--- src/rtl/rst_cause_pkg.sv ---
package rst_cause_pkg;
  localparam int FLAG_W     = 7;
  localparam int NUM_CAUSES = 8;

  localparam int F_INSTR_N = 0;
  localparam int F_WDT_N   = 1;
  localparam int F_PWRDN_N = 2;
  localparam int F_POR_N   = 3;
  localparam int F_BOR_N   = 4;
  localparam int F_OVF     = 5;
  localparam int F_UNF     = 6;

  localparam logic [FLAG_W-1:0] SW_MASK =
    FLAG_W'((1 << F_INSTR_N) | (1 << F_POR_N) | (1 << F_BOR_N) |
            (1 << F_OVF) | (1 << F_UNF));

  localparam logic [FLAG_W-1:0] FLAGS_COLD =
    FLAG_W'((1 << F_INSTR_N) | (1 << F_WDT_N) | (1 << F_PWRDN_N));

  // cause value i+1 corresponds to request bit i (bit 0 highest priority)
  typedef enum logic [3:0] {
    CAUSE_NONE  = 4'd0,
    CAUSE_POR   = 4'd1,
    CAUSE_BOR   = 4'd2,
    CAUSE_MCLR  = 4'd3,
    CAUSE_WDT   = 4'd4,
    CAUSE_OVF   = 4'd5,
    CAUSE_UNF   = 4'd6,
    CAUSE_INSTR = 4'd7,
    CAUSE_WAKE  = 4'd8
  } cause_e;

  typedef enum logic [1:0] {
    PM_FULL  = 2'd0,
    PM_RUN   = 2'd1,
    PM_IDLE  = 2'd2,
    PM_SLEEP = 2'd3
  } pmode_e;
endpackage

--- src/rtl/rst_cause_arbiter.sv ---
module rst_cause_arbiter
  import rst_cause_pkg::*;
#(
  parameter int N = NUM_CAUSES
) (
  input  logic [N-1:0] req,
  output cause_e       sel
);
  always_comb begin
    sel = CAUSE_NONE;
    for (int i = N - 1; i >= 0; i--) begin
      if (req[i]) sel = cause_e'(4'(i + 1));
    end
  end
endmodule

--- src/rtl/rst_cause_flag_rules.sv ---
module rst_cause_flag_rules
  import rst_cause_pkg::*;
(
  input  logic [FLAG_W-1:0] cur,
  input  cause_e            sel,
  input  pmode_e            mode,
  input  logic              sw_we,
  input  logic [FLAG_W-1:0] sw_wdata,
  output logic [FLAG_W-1:0] nxt
);
  logic low_power;
  assign low_power = (mode == PM_IDLE) || (mode == PM_SLEEP);

  always_comb begin
    nxt = cur;
    case (sel)
      CAUSE_NONE: begin
        if (sw_we) nxt = (cur & ~SW_MASK) | (sw_wdata & SW_MASK);
      end
      CAUSE_POR: nxt = FLAGS_COLD;
      CAUSE_BOR: begin
        nxt[F_INSTR_N] = 1'b1;
        nxt[F_WDT_N]   = 1'b1;
        nxt[F_PWRDN_N] = 1'b1;
        nxt[F_BOR_N]   = 1'b0;
      end
      CAUSE_MCLR: begin
        if (mode != PM_FULL) nxt[F_WDT_N] = 1'b1;
        if (low_power)       nxt[F_PWRDN_N] = 1'b0;
      end
      CAUSE_WDT: begin
        nxt[F_WDT_N] = 1'b0;
        if (low_power) nxt[F_PWRDN_N] = 1'b0;
      end
      CAUSE_OVF:   nxt[F_OVF] = 1'b1;
      CAUSE_UNF:   nxt[F_UNF] = 1'b1;
      CAUSE_INSTR: nxt[F_INSTR_N] = 1'b0;
      CAUSE_WAKE:  nxt[F_PWRDN_N] = 1'b0;
      default:     nxt = cur;
    endcase
  end
endmodule

--- src/rtl/rst_cause_target.sv ---
module rst_cause_target
  import rst_cause_pkg::*;
#(
  parameter int                 ADDR_W    = 16,
  parameter logic [ADDR_W-1:0]  RESET_VEC = '0,
  parameter logic [ADDR_W-1:0]  VEC_HI    = ADDR_W'(8),
  parameter logic [ADDR_W-1:0]  VEC_LO    = ADDR_W'(24),
  parameter int                 PC_STEP   = 2
) (
  input  cause_e             sel,
  input  pmode_e             mode,
  input  logic               stk_rst_en,
  input  logic               gie_hi,
  input  logic               gie_lo,
  input  logic [ADDR_W-1:0]  pc_cur,
  output logic               load,
  output logic [ADDR_W-1:0]  addr
);
  logic [ADDR_W-1:0] pc_next;
  assign pc_next = pc_cur + ADDR_W'(PC_STEP);

  always_comb begin
    load = 1'b1;
    addr = RESET_VEC;
    case (sel)
      CAUSE_NONE: load = 1'b0;
      CAUSE_WDT: begin
        if (mode == PM_IDLE || mode == PM_SLEEP) addr = pc_next;
      end
      CAUSE_OVF, CAUSE_UNF: load = stk_rst_en;
      CAUSE_WAKE: begin
        if (gie_hi)      addr = VEC_HI;
        else if (gie_lo) addr = VEC_LO;
        else             addr = pc_next;
      end
      default: addr = RESET_VEC;
    endcase
  end
endmodule

--- src/rtl/rst_cause_tracker.sv ---
module rst_cause_tracker
  import rst_cause_pkg::*;
#(
  parameter int                 ADDR_W    = 16,
  parameter logic [ADDR_W-1:0]  RESET_VEC = '0,
  parameter logic [ADDR_W-1:0]  VEC_HI    = ADDR_W'(8),
  parameter logic [ADDR_W-1:0]  VEC_LO    = ADDR_W'(24),
  parameter int                 PC_STEP   = 2
) (
  input  logic              clk,
  input  logic              rst,
  input  logic              ev_por,
  input  logic              ev_bor,
  input  logic              ev_mclr,
  input  logic              ev_wdt,
  input  logic              ev_ovf,
  input  logic              ev_unf,
  input  logic              ev_instr,
  input  logic              ev_irq_wake,
  input  logic [1:0]        pwr_mode,
  input  logic              stk_rst_en,
  input  logic              gie_hi,
  input  logic              gie_lo,
  input  logic [ADDR_W-1:0] pc_cur,
  input  logic              sw_we,
  input  logic [6:0]        sw_wdata,
  output logic [6:0]        flags,
  output logic              pc_load,
  output logic [ADDR_W-1:0] pc_target
);
  logic [NUM_CAUSES-1:0] req;
  cause_e                sel;
  pmode_e                mode;
  logic [FLAG_W-1:0]     flags_nxt;
  logic                  load_nxt;
  logic [ADDR_W-1:0]     addr_nxt;

  assign req  = {ev_irq_wake, ev_instr, ev_unf, ev_ovf,
                 ev_wdt, ev_mclr, ev_bor, ev_por};
  assign mode = pmode_e'(pwr_mode);

  rst_cause_arbiter #(.N(NUM_CAUSES)) u_arb (
    .req (req),
    .sel (sel)
  );

  rst_cause_flag_rules u_rules (
    .cur      (flags),
    .sel      (sel),
    .mode     (mode),
    .sw_we    (sw_we),
    .sw_wdata (sw_wdata),
    .nxt      (flags_nxt)
  );

  rst_cause_target #(
    .ADDR_W    (ADDR_W),
    .RESET_VEC (RESET_VEC),
    .VEC_HI    (VEC_HI),
    .VEC_LO    (VEC_LO),
    .PC_STEP   (PC_STEP)
  ) u_tgt (
    .sel        (sel),
    .mode       (mode),
    .stk_rst_en (stk_rst_en),
    .gie_hi     (gie_hi),
    .gie_lo     (gie_lo),
    .pc_cur     (pc_cur),
    .load       (load_nxt),
    .addr       (addr_nxt)
  );

  always_ff @(posedge clk) begin
    if (rst) begin
      flags     <= FLAGS_COLD;
      pc_load   <= 1'b0;
      pc_target <= RESET_VEC;
    end else begin
      flags   <= flags_nxt;
      pc_load <= load_nxt;
      if (load_nxt) pc_target <= addr_nxt;
    end
  end
endmodule

--- config.mk ---
export PLATFORM = sky130hd
export DESIGN_NAME = rst_cause_tracker
export DESIGN_NICKNAME = d
export VERILOG_FILES = /design/src/rtl/rst_cause_pkg.sv /design/src/rtl/rst_cause_arbiter.sv /design/src/rtl/rst_cause_flag_rules.sv /design/src/rtl/rst_cause_target.sv /design/src/rtl/rst_cause_tracker.sv
export SDC_FILE = /design/constraint.sdc
export NUM_CORES = 1
export LEC_CHECK = 0
export BUFFER_PORTS_ARGS = -buffer_cell sky130_fd_sc_hd__buf_2
export CAP_MARGIN = 40
export CORE_AREA = 5 5 75 77
export CTS_CLUSTER_DIAMETER = 40
export CTS_CLUSTER_SIZE = 40
export DETAILED_ROUTE_END_ITERATION = 16
export DIE_AREA = 0 0 80 82
export SETUP_SLACK_MARGIN = 0.02
export SLEW_MARGIN = 10
export SYNTH_ARGS = -nofsm -noshare
export SYNTH_HDL_FRONTEND = slang
export SYNTH_SLANG_ARGS = --single-unit
--- constraint.sdc ---
create_clock -name clk -period 4.49 [get_ports clk]
set_clock_uncertainty 0.2 [all_clocks]
set_input_delay 0 -clock clk [delete_from_list [all_inputs] [get_ports clk]]
set_output_delay 0 -clock clk [all_outputs]
set_load 0.02 [all_outputs]
==> results of run 1 <==
cells by family (layout without fill, tap and decap cells):
logic type	after synthesis	after routing	share of synthesized area [%]
simple gates	71	71	28.98
mux	4	4	3.016
xor+xnor	12	12	7.678
compound gates	37	37	20.57
fa+ha+maj	1	1	0.9139
flops	24	24	35.10
buf+inv	10	109	3.748
worst max-delay path: cells and delay by family:
family,cells,cell delay (ns)
simple gates,2,0.77
buf+inv,3,1.28
compound gates,1,0.08
mux,1,0.24
synth_stat cells, types with 2 or more instances:
cell type / instances / area (µm²)
nor2_1: 9 / 33.78
and4_1: 3 / 26.28
inv_1: 3 / 11.26
a32o_1: 2 / 20.02
mux2i_1: 3 / 30.03
dfxtp_1: 24 / 480.5
nand4_1: 5 / 31.28
a21oi_1: 3 / 15.01
nor4_1: 2 / 12.51
clkbuf_1: 3 / 11.26
nand3_1: 7 / 35.03
and2_1: 2 / 12.51
buf_2: 2 / 10.01
or4_4: 3 / 33.78
nor4_2: 2 / 25.02
xnor2_1: 5 / 43.79
o21ai_1: 13 / 65.06
nor2b_1: 5 / 31.28
xor2_1: 7 / 61.31
nand2_1: 20 / 75.07
nor3_1: 7 / 35.03
o21ai_0: 3 / 15.01
a22o_1: 2 / 17.52
repair_timing:
item | in CTS | in global routing
hold buffers | 42 | 0
hold endpoints to repair | 24 | 0
buffers inserted | 0 | 0
power by group through the flow:
stage          combinational (µW)  clock [µW]  sequential [µW]
2_1_floorplan                33.6           0              223
3_3_place_gp                 67.9           0              221
3_5_place_dp                 68.5           0              221
4_1_cts                      93.9         155              216
5_1_grt                       103         167              216
6_report                     95.2         148              216
metal layers:
layer	track usage (%)	part of all wire [%]	vias to the layer above
met5	0	0	-
met2	24.50	52	37
met1	14.90	41	724
met4	7.264	2.3	0
met3	2.412	3.7	11
li1	-	-	784
sequential cells by signal, indices dropped and copies added, names as in the netlist, named ones only:
name	count
pc_target	16
flags	5
pc_load	1
path summary, 6_finish.rpt:
check                           slack, ns  cells past startpoint      endpoint
worst max register to register       2.91                      3  pc_target[3]
worst min-delay path                 0.02                      4  pc_target[2]
worst min register to register       0.24                      2  pc_target[6]
worst max-delay path                 2.07                      7      flags[0]
through the flow:
stage	hold slack (ns)	setup slack [ns]	utilization (%)	instances	power (µW)
after floorplan	-0.1309	2.905	-	159	257.0
after global placement	0.04120	2.403	34.72	282	288.5
after detailed placement	0.05440	2.379	34.72	282	289.2
after CTS	0.02226	2.134	44.33	328	464.3
after global routing	0.04373	1.950	44.33	328	485.9
final	0.02016	2.071	44.33	328	458.8
final cells by class:
cell class | instances | area, µm² | share of cell area [%]
clock buffer | 4 | 55.05 | 2.511
inverter | 3 | 11.26 | 0.5137
multi-input combinational | 125 | 837.1 | 38.18
sequential | 24 | 480.5 | 21.92
tap | 70 | 87.58 | 3.995
timing repair buffer | 102 | 720.7 | 32.88
==> reports/qor.yml, run 1 <==
rsz0062_at_grt: "false"
pwr-share-comb_pct: 20.7
status: "finished clean"
drive_above_1_share_pct: 28.29
cap_violations: 0
postRouteWirelength_um: 4365
async_reset_ff_share_pct: 0
max_slew.worst_pin.slew_ns: 0.7244
ant_nets: 0
synth_nets: 199
p_sw_share_pct: 25.32
worstPathCellList: "dlygate4sd3_1 > buf_2 > nor3_1 > nand4_1 > mux2i_1 > o21ai_1 > dlygate4sd3_1"
hold_viol: 0
diodes: 0
gr-usage-all-layers_pct: 13.50
htree_num_levels: 1
netlist_area_um2: 1369
grt_pass1_vias: 1527
period_share_pct: 53.88
die_y_um: 82
max_clock_freq_mhz: 413.4
finalSetupTns_ns: 0
grt_max_degree: 17
clk_path_buf_depth: 2
io_buffers: 60
hp-class: "in -> reg"
clock_latency_ns: 0.27
cellPowerDensity_nw_per_um2: 209.3
period_needed_ns: 2.419
arrival_ns: 2.37
r2r_start: "pc_target[3]"
cp-end-kind: "flop"
min-delay-start: "pwr_mode[1]"
drc_errors: 0
max_stage_delay_ns: 0.58
fp-row-count: 26
start_kind: "primary input"
finalSetupViolCount: 0
critPathMaxFanout: 8
antenna_found_initial: 0
die-area_um2: 6560
layout_commonest_cell: "buf_2"
pwr-share-clk_pct: 32.3
io_pins: 63
drt-vias-per-instance: 4.744
numCtsBuffers: 3
fin_nets: 299
synth-seq-cells: 24
vias: 1556
grt_pass1_wl_um: 6886
start_util_pct: 27.68
path_clk_slew_ns: 0.09
p_leak_uw: 0.0009343
place_hpwl_um: 2988
area_delta_synth_final_pct: 60.15
timing.critical_path.from: "ev_bor"
drt-pass1-iter-count: 4
numClockSinks: 24
synthFlopType: "dfxtp_1"
post_cts_resized: 0
layout_common_cells: "60 x buf_2, 42 x dlygate4sd3_1, 24 x dfxtp_1, 20 x nand2_1, 13 x o21ai_1"
syn_inst: 159
drtIter0Drc: 67
die_width_um: 80
tritoncts: "built"
postLayoutCellArea_um2: 2192
synth_edf_count: 0
cp.required_ns: 4.45
p_seq_share_pct: 47.0
relSlewSlack_pct: 51.55
root_buffer: "clkbuf_8"
ys_warn_count: 0
ir_worst_vdd_v: 0.00009093
path_common_cell: "dlygate4sd3_1"
nFillCells: 521
worstSetupPathType: "in -> reg"
routedWlPerCell_um: 13.31
switchingPower_uw: 116.2
synth_cell_types: 47
seq_area_frac_synth_pct: 35.10
slew_violations: 0
gp_congestion: 0.8173
placed_area_um2: 1717
p_int_uw: 342.6
overflow: 0
avgSynthCellArea_um2: 8.609
core-area_um2: 4945
slowest_stage: "dlygate4sd3_1"
Power figures use the tool's default switching activity.
==> inputs of run 2 (changes only) <==
==> constraint.sdc (replaced) <==
create_clock -name clk -period 2.1 [get_ports clk]
set_clock_uncertainty 0.2 [all_clocks]
set_input_delay 0 -clock clk [delete_from_list [all_inputs] [get_ports clk]]
set_output_delay 0 -clock clk [all_outputs]
set_load 0.02 [all_outputs]
==> run 2 against run 1 <==
The run now ends with hold timing left. Critical path depth unchanged. Total power up 140%. Count of clock-buffer cells in the layout down 1. Setup slack worse by 1.9 ns. Combinational power up 120%. Flip-flop and latch count unchanged. Largest power group unchanged. Critical endpoint is now flags[3].
==> reports/qor.yml, run 2 (same netlist as run 1, synthesis figures left out) <==
status: "complete, but fails checks"
violations: "hold timing"
fp-row-count: 26  # unchanged
whs_ns: -0.01942  # -0.03958 ns
wl_met2_um: 2154  # -5.9%
drive_above_1_share_pct: 31.01  # +2.7 points
period_share_pct: 94.17
worst-r2r-setup-slack_ns: 0.71  # -2.20 ns
hp-class: "in -> reg"
grt_pass1_wl_um: 6955  # +1.0%
p_leak_uw: 0.0009543  # +2.1%
drtIter0Drc: 80  # +19%
die_width_um: 80  # unchanged
area_delta_synth_final_pct: 61.52
postLayoutCellArea_um2: 2211  # +0.86%
routedWlPerCell_um: 12.98  # -2.5%
antenna_found_initial: 0  # unchanged
numClockSinks: 24  # unchanged
wl_met3_um: 238  # +46%
drc_errors: 0  # unchanged
drt-met1-wl_um: 1794  # -0.83%
diodes: 0  # unchanged
slowest_stage: "dlygate4sd3_1"
ant_nets: 0  # unchanged
rsz0062_at_grt: "false"
switchingPower_uw: 265.7  # +130%
clock_latency_ns: 0.27  # about the same
cellPowerDensity_nw_per_um2: 492.3  # +140%
max_clock_freq_mhz: 505.6
tritoncts: "built"
core-area_um2: 4945  # unchanged
cp.required_ns: 2.07  # -2.38 ns
overflow: 0  # unchanged
cp-end-kind: "flop"
top_layer: "met4"
p_seq_share_pct: 42.4  # -4.6 points
die-area_um2: 6560  # unchanged
hold_viol: 2  # +2
clk_path_buf_depth: 2  # unchanged
max_slew.worst_pin.slew_ns: 0.3638  # -0.3606 ns
pwr-share-clk_pct: 38.6  # +6.3 points
postRouteWirelength_um: 4256  # -2.5%
arrival_ns: 1.95  # -0.42 ns
cap_violations: 0  # unchanged
layout_commonest_cell: "buf_2"
numCtsBuffers: 3  # unchanged
worstPathCellList: "dlygate4sd3_1 > buf_6 > nor3_4 > nand4_1 > mux2i_1 > nor3_1 > dlygate4sd3_1"
drt-vias-per-instance: 4.698  # -0.96%
io_buffers: 60  # unchanged
pwr-share-comb_pct: 19.0  # -1.7 points
root_buffer: "clkbuf_8"
grt_max_degree: 15  # -2
period_needed_ns: 1.978
htree_num_levels: 1  # unchanged
io_pins: 63  # unchanged
regMostFlops: "pc_target"
finalSetupTns_ns: 0  # unchanged
p_sw_share_pct: 24.42  # -0.91 points
gr-usage-all-layers_pct: 13.43  # -0.067 points
largest_register_ffs: 16  # unchanged
placed_area_um2: 1754  # +2.2%
finalSetupViolCount: 0  # unchanged
start_kind: "primary input"
fin_nets: 299  # unchanged
die_y_um: 82  # unchanged
finalCoreUtilization_pct: 44.71  # +0.38 points
grt_pass1_vias: 1499  # -1.8%
layout_common_cells: "59 x buf_2, 36 x dlygate4sd3_1, 24 x dfxtp_1, 20 x nand2_1, 14 x o21ai_1"
total_power_uw: 1088  # +140%
drt-pass1-iter-count: 4  # unchanged
critPathMaxFanout: 8  # unchanged
relSlewSlack_pct: 75.67  # +24 points
vias: 1541  # -0.96%
start_util_pct: 27.68  # unchanged
path_common_cell: "dlygate4sd3_1"
ir_worst_vdd_v: 0.0002743  # +200%
worstSetupPathType: "in -> reg"
slew_violations: 0  # unchanged
path_clk_slew_ns: 0.09  # about the same
gp_congestion: 0.7910  # -3.2%
top_regs: "pc_target x16, flags x5, pc_load x1"
max_stage_delay_ns: 0.55  # -0.03 ns
p_int_uw: 822.6  # +140%
place_hpwl_um: 3080  # +3.1%
-- run 2: changes by cell type in the layout (fill, tap and decap cells not counted), sizes merged --
cell	before	now
buf	60	66
bufinv	0	1
clkbuf	4	3
dlygate4sd3	42	36
-- run 2: cell type report --
type | instances | area (µm²)
Clock buffer | 3 | 41.29
Tap cell | 70 | 87.58
Multi-Input combinational cell | 125 | 848.3
Sequential cell | 24 | 480.5
Inverter | 3 | 11.26
Fill cell | 500 | 2734
Timing Repair Buffer | 102 | 711.9
Clock inverter | 1 | 30.03
-- run 2: per-stage QoR --
stage / instances / worst slack [ns] / hold WS, ns
after detailed placement: 287 / 0.3133 / 0.05162
after CTS: 329 / 0.03395 / 0.002288
after global placement: 287 / 0.3041 / 0.04274
final: 328 / 0.1223 / -0.01942
after global routing: 328 / 0.02132 / 0.01083
after floorplan: 159 / 0.5152 / -0.1309
-- run 2: repair_timing --
action	in CTS	in global routing
endpoints found under the setup margin	0	8
setup buffers	0	1
endpoints found under the hold margin	24	0
resized for setup	0	6
hold buffers	38	0
-- run 2: worst paths after layout --
| check | depth (start not counted) | endpoint | from |
|---|---|---|---|
| worst min register to register | 2 | pc_target[1] | pc_target[1] |
| worst max register to register | 3 | flags[3] | flags[3] |
| worst max-delay path | 7 | flags[3] | ev_bor |
| worst min-delay path | 3 | flags[0] | ev_por |
-- run 2: layer usage --
metal	GRT usage [%]	vias to the layer above
li1	-	790
met1	16.44	692
met2	23.01	54
met3	2.522	5
met4	5.743	0
met5	0	-
-- run 2: power by group through the flow --
stage	clock network (µW)	logic (µW)	registers, µW
finish	420	207	461
global route	448	226	462
CTS	430	201	461
detailed placement	0	150	472
global placement	0	149	472
floorplan	0	71.9	478
-- run 2: critical path: cells and delay by family --
family	cells	cell delay [ns]
muxes	1	0.24
buffers and inverters	3	1.25
and+or+nand+nor	3	0.46
==> inputs of run 3 (changes only) <==
--- a/config.mk
+++ b/config.mk
@@ -5,7 +5,7 @@
 export SDC_FILE = /design/constraint.sdc
 export NUM_CORES = 1
 export LEC_CHECK = 0
-export BUFFER_PORTS_ARGS = -buffer_cell sky130_fd_sc_hd__buf_2
+export BUFFER_PORTS_ARGS = -buffer_cell sky130_fd_sc_hd__buf_4
 export CAP_MARGIN = 40
 export CORE_AREA = 5 5 75 77
 export CTS_CLUSTER_DIAMETER = 40
==> run 3 against run 2 <==
The flow now finishes without violations. Critical path type unchanged. Cell area increased by 9.3%. Cell count increased by 1.5%. Flip-flop and latch count unchanged. Sequential power about the same. Worst hold slack improved by 0.020 ns.
==> reports/qor.yml, run 3 (same netlist as run 1, synthesis figures left out) <==
hold_viol: 0  # -2
total_power_uw: 1108  # +1.8%
grt_max_degree: 15  # unchanged
ant_nets: 0  # unchanged
timing.critical_path.from: "ev_mclr"
cp_top_family: "buffers and inverters"
area_delta_synth_final_pct: 76.60
worst-r2r-setup-slack_ns: 0.49  # -0.22 ns
path_clk_slew_ns: 0.09  # about the same
worstPathCellList: "dlygate4sd3_1 > buf_6 > nor2_2 > o2111ai_2 > mux2_4 > a22o_1 > dlygate4sd3_1"
period_share_pct: 95.77  # +1.6 points
drive_above_1_share_pct: 31.18  # +0.17 points
cp-end-kind: "flop"
die_y_um: 82  # unchanged
rr_worst_depth: 3  # unchanged
cts_setup_buffers: 0  # unchanged
endpoint: "flags[5]"
ff_latch_area_um2: 480.5  # unchanged
tritoncts: "built"
die-area_um2: 6560  # unchanged
numClockSinks: 24  # unchanged
finalCoreUtilization_pct: 48.89  # +4.2 points
ir_worst_vdd_v: 0.0002256  # -18%
fin_nets: 304  # +1.7%
drtIter0Drc: 67  # -16%
htree_num_levels: 1  # unchanged
die_width_um: 80  # unchanged
grt_pass1_vias: 1451  # -3.2%
relSlewSlack_pct: 73.19  # -2.5 points
r2r_start: "flags[5]"
regMostFlops: "pc_target"
drc_errors: 0  # unchanged
period_needed_ns: 2.011  # +0.03355 ns
worst_slack_ns: 0.08878  # -0.03355 ns
finalSetupViolCount: 0  # unchanged
cp.required_ns: 2.06  # about the same
status: "finished clean"
io_pins: 63  # unchanged
slew_violations: 0  # unchanged
root_buffer: "clkbuf_8"
vias: 1552  # +0.71%
critPathMaxFanout: 9  # +1
overflow: 0  # unchanged
arrival_ns: 1.97  # +0.02 ns
nFillCells: 497  # -0.60%
max_stage_delay_ns: 0.56  # about the same
core-area_um2: 4945  # unchanged
largest_register_ffs: 16  # unchanged
pre_cts_ws_ns: 0.4007  # +0.08737 ns
postRouteWirelength_um: 4399  # +3.4%
p_leak_uw: 0.001006  # +5.4%
gr-usage-all-layers_pct: 13.18  # -0.26 points
layout_commonest_cell: "buf_4"
fp-row-count: 26  # unchanged
max_slew.worst_pin.slew_ns: 0.3990  # +0.03519 ns
path_common_cell: "dlygate4sd3_1"
layout_common_cells: "64 x buf_4, 42 x dlygate4sd3_1, 24 x dfxtp_1, 20 x nand2_1, 13 x o21ai_1"
clock_latency_ns: 0.27  # about the same
diodes: 0  # unchanged
worstSetupPathType: "in -> reg"
max_clock_freq_mhz: 497.2  # -1.7%
slowest_stage: "dlygate4sd3_1"
hp-class: "in -> reg"
start_kind: "primary input"
clk_path_buf_depth: 2  # unchanged
gp_congestion: 0.7594  # -4.0%
drt-pass1-iter-count: 4  # unchanged
multiInputGateArea_um2: 854.6  # +0.74%
io_buffers: 60  # unchanged
cellPowerDensity_nw_per_um2: 458.5  # -6.9%
numCtsBuffers: 3  # unchanged
top_regs: "pc_target x16, flags x5, pc_load x1"
start_util_pct: 27.68  # unchanged
place_hpwl_um: 3143  # +2.0%
cap_violations: 0  # unchanged
rr_endpoint: "flags[5]"
cp.depth: 7  # unchanged
drt-vias-per-instance: 4.661  # -0.80%
crit_buf_inv: 3  # unchanged
whs_ns: 0.0007202  # +0.02014 ns
routedWlPerCell_um: 13.21  # +1.8%
grt_pass1_wl_um: 6686  # -3.9%
antenna_found_initial: 0  # unchanged
## run 3: worst min path at each step
stage / to / cells past startpoint / start / slack, ns
after floorplan: pc_load / 1 / rst / -0.13
after global placement: pc_target[1] / 2 / pc_cur[1] / 0.02
after detailed placement: flags[3] / 2 / rst / 0.03
after CTS: pc_target[3] / 4 / ev_irq_wake / 0.005
after global routing: pc_target[12] / 5 / ev_irq_wake / 0.03
final: pc_target[3] / 4 / ev_irq_wake / 0.0007
## run 3: through the flow
step / cells / TNS [ns] / cell area (µm²)
after global routing: 333 / -0.006212 / 2417
after detailed placement: 287 / 0 / 1904
final: 333 / 0 / 2417
after global placement: 287 / 0 / 1904
after floorplan: 159 / 0 / 1369
after CTS: 333 / 0 / 2396
## run 3: final cells by class
class                   count  area share, %
clock buffers               3          1.708
clock inverters             1          1.242
inverters                   3         0.4658
multi-input cells         125          35.35
flip-flops and latches     24          19.88
well taps                  70          3.623
repair buffers            107          37.73
## run 3: repair_timing
item                                    4_1_cts  5_1_grt
endpoints found under the hold margin        24        1
hold buffers                                 42        1
gates resized for setup                       0        5
endpoints found under the setup margin        0        7
## run 3: report_power, final
part	internal (µW)	switching [µW]	leakage (µW)
sequential	459	2.19	0.000194
clock	255	156	0.0000357
combinational	134	102	0.000776
## run 3: per-layer routing
layer / track usage (%) / routed length, µm / vias to the layer above
li1: - / - / 795
met1: 15.89 / 1905 / 714
met2: 22.68 / 2195 / 34
met3: 2.193 / 180 / 9
met4: 6.419 / 119 / 0
met5: 0 / 0 / -
## run 3: worst reg2reg max path, cell delays in order, from the launching register on
cell and delay [ns]:
dfxtp_1 0.32, mux2_4 0.25, a22o_1 0.18, dlygate4sd3_1 0.56
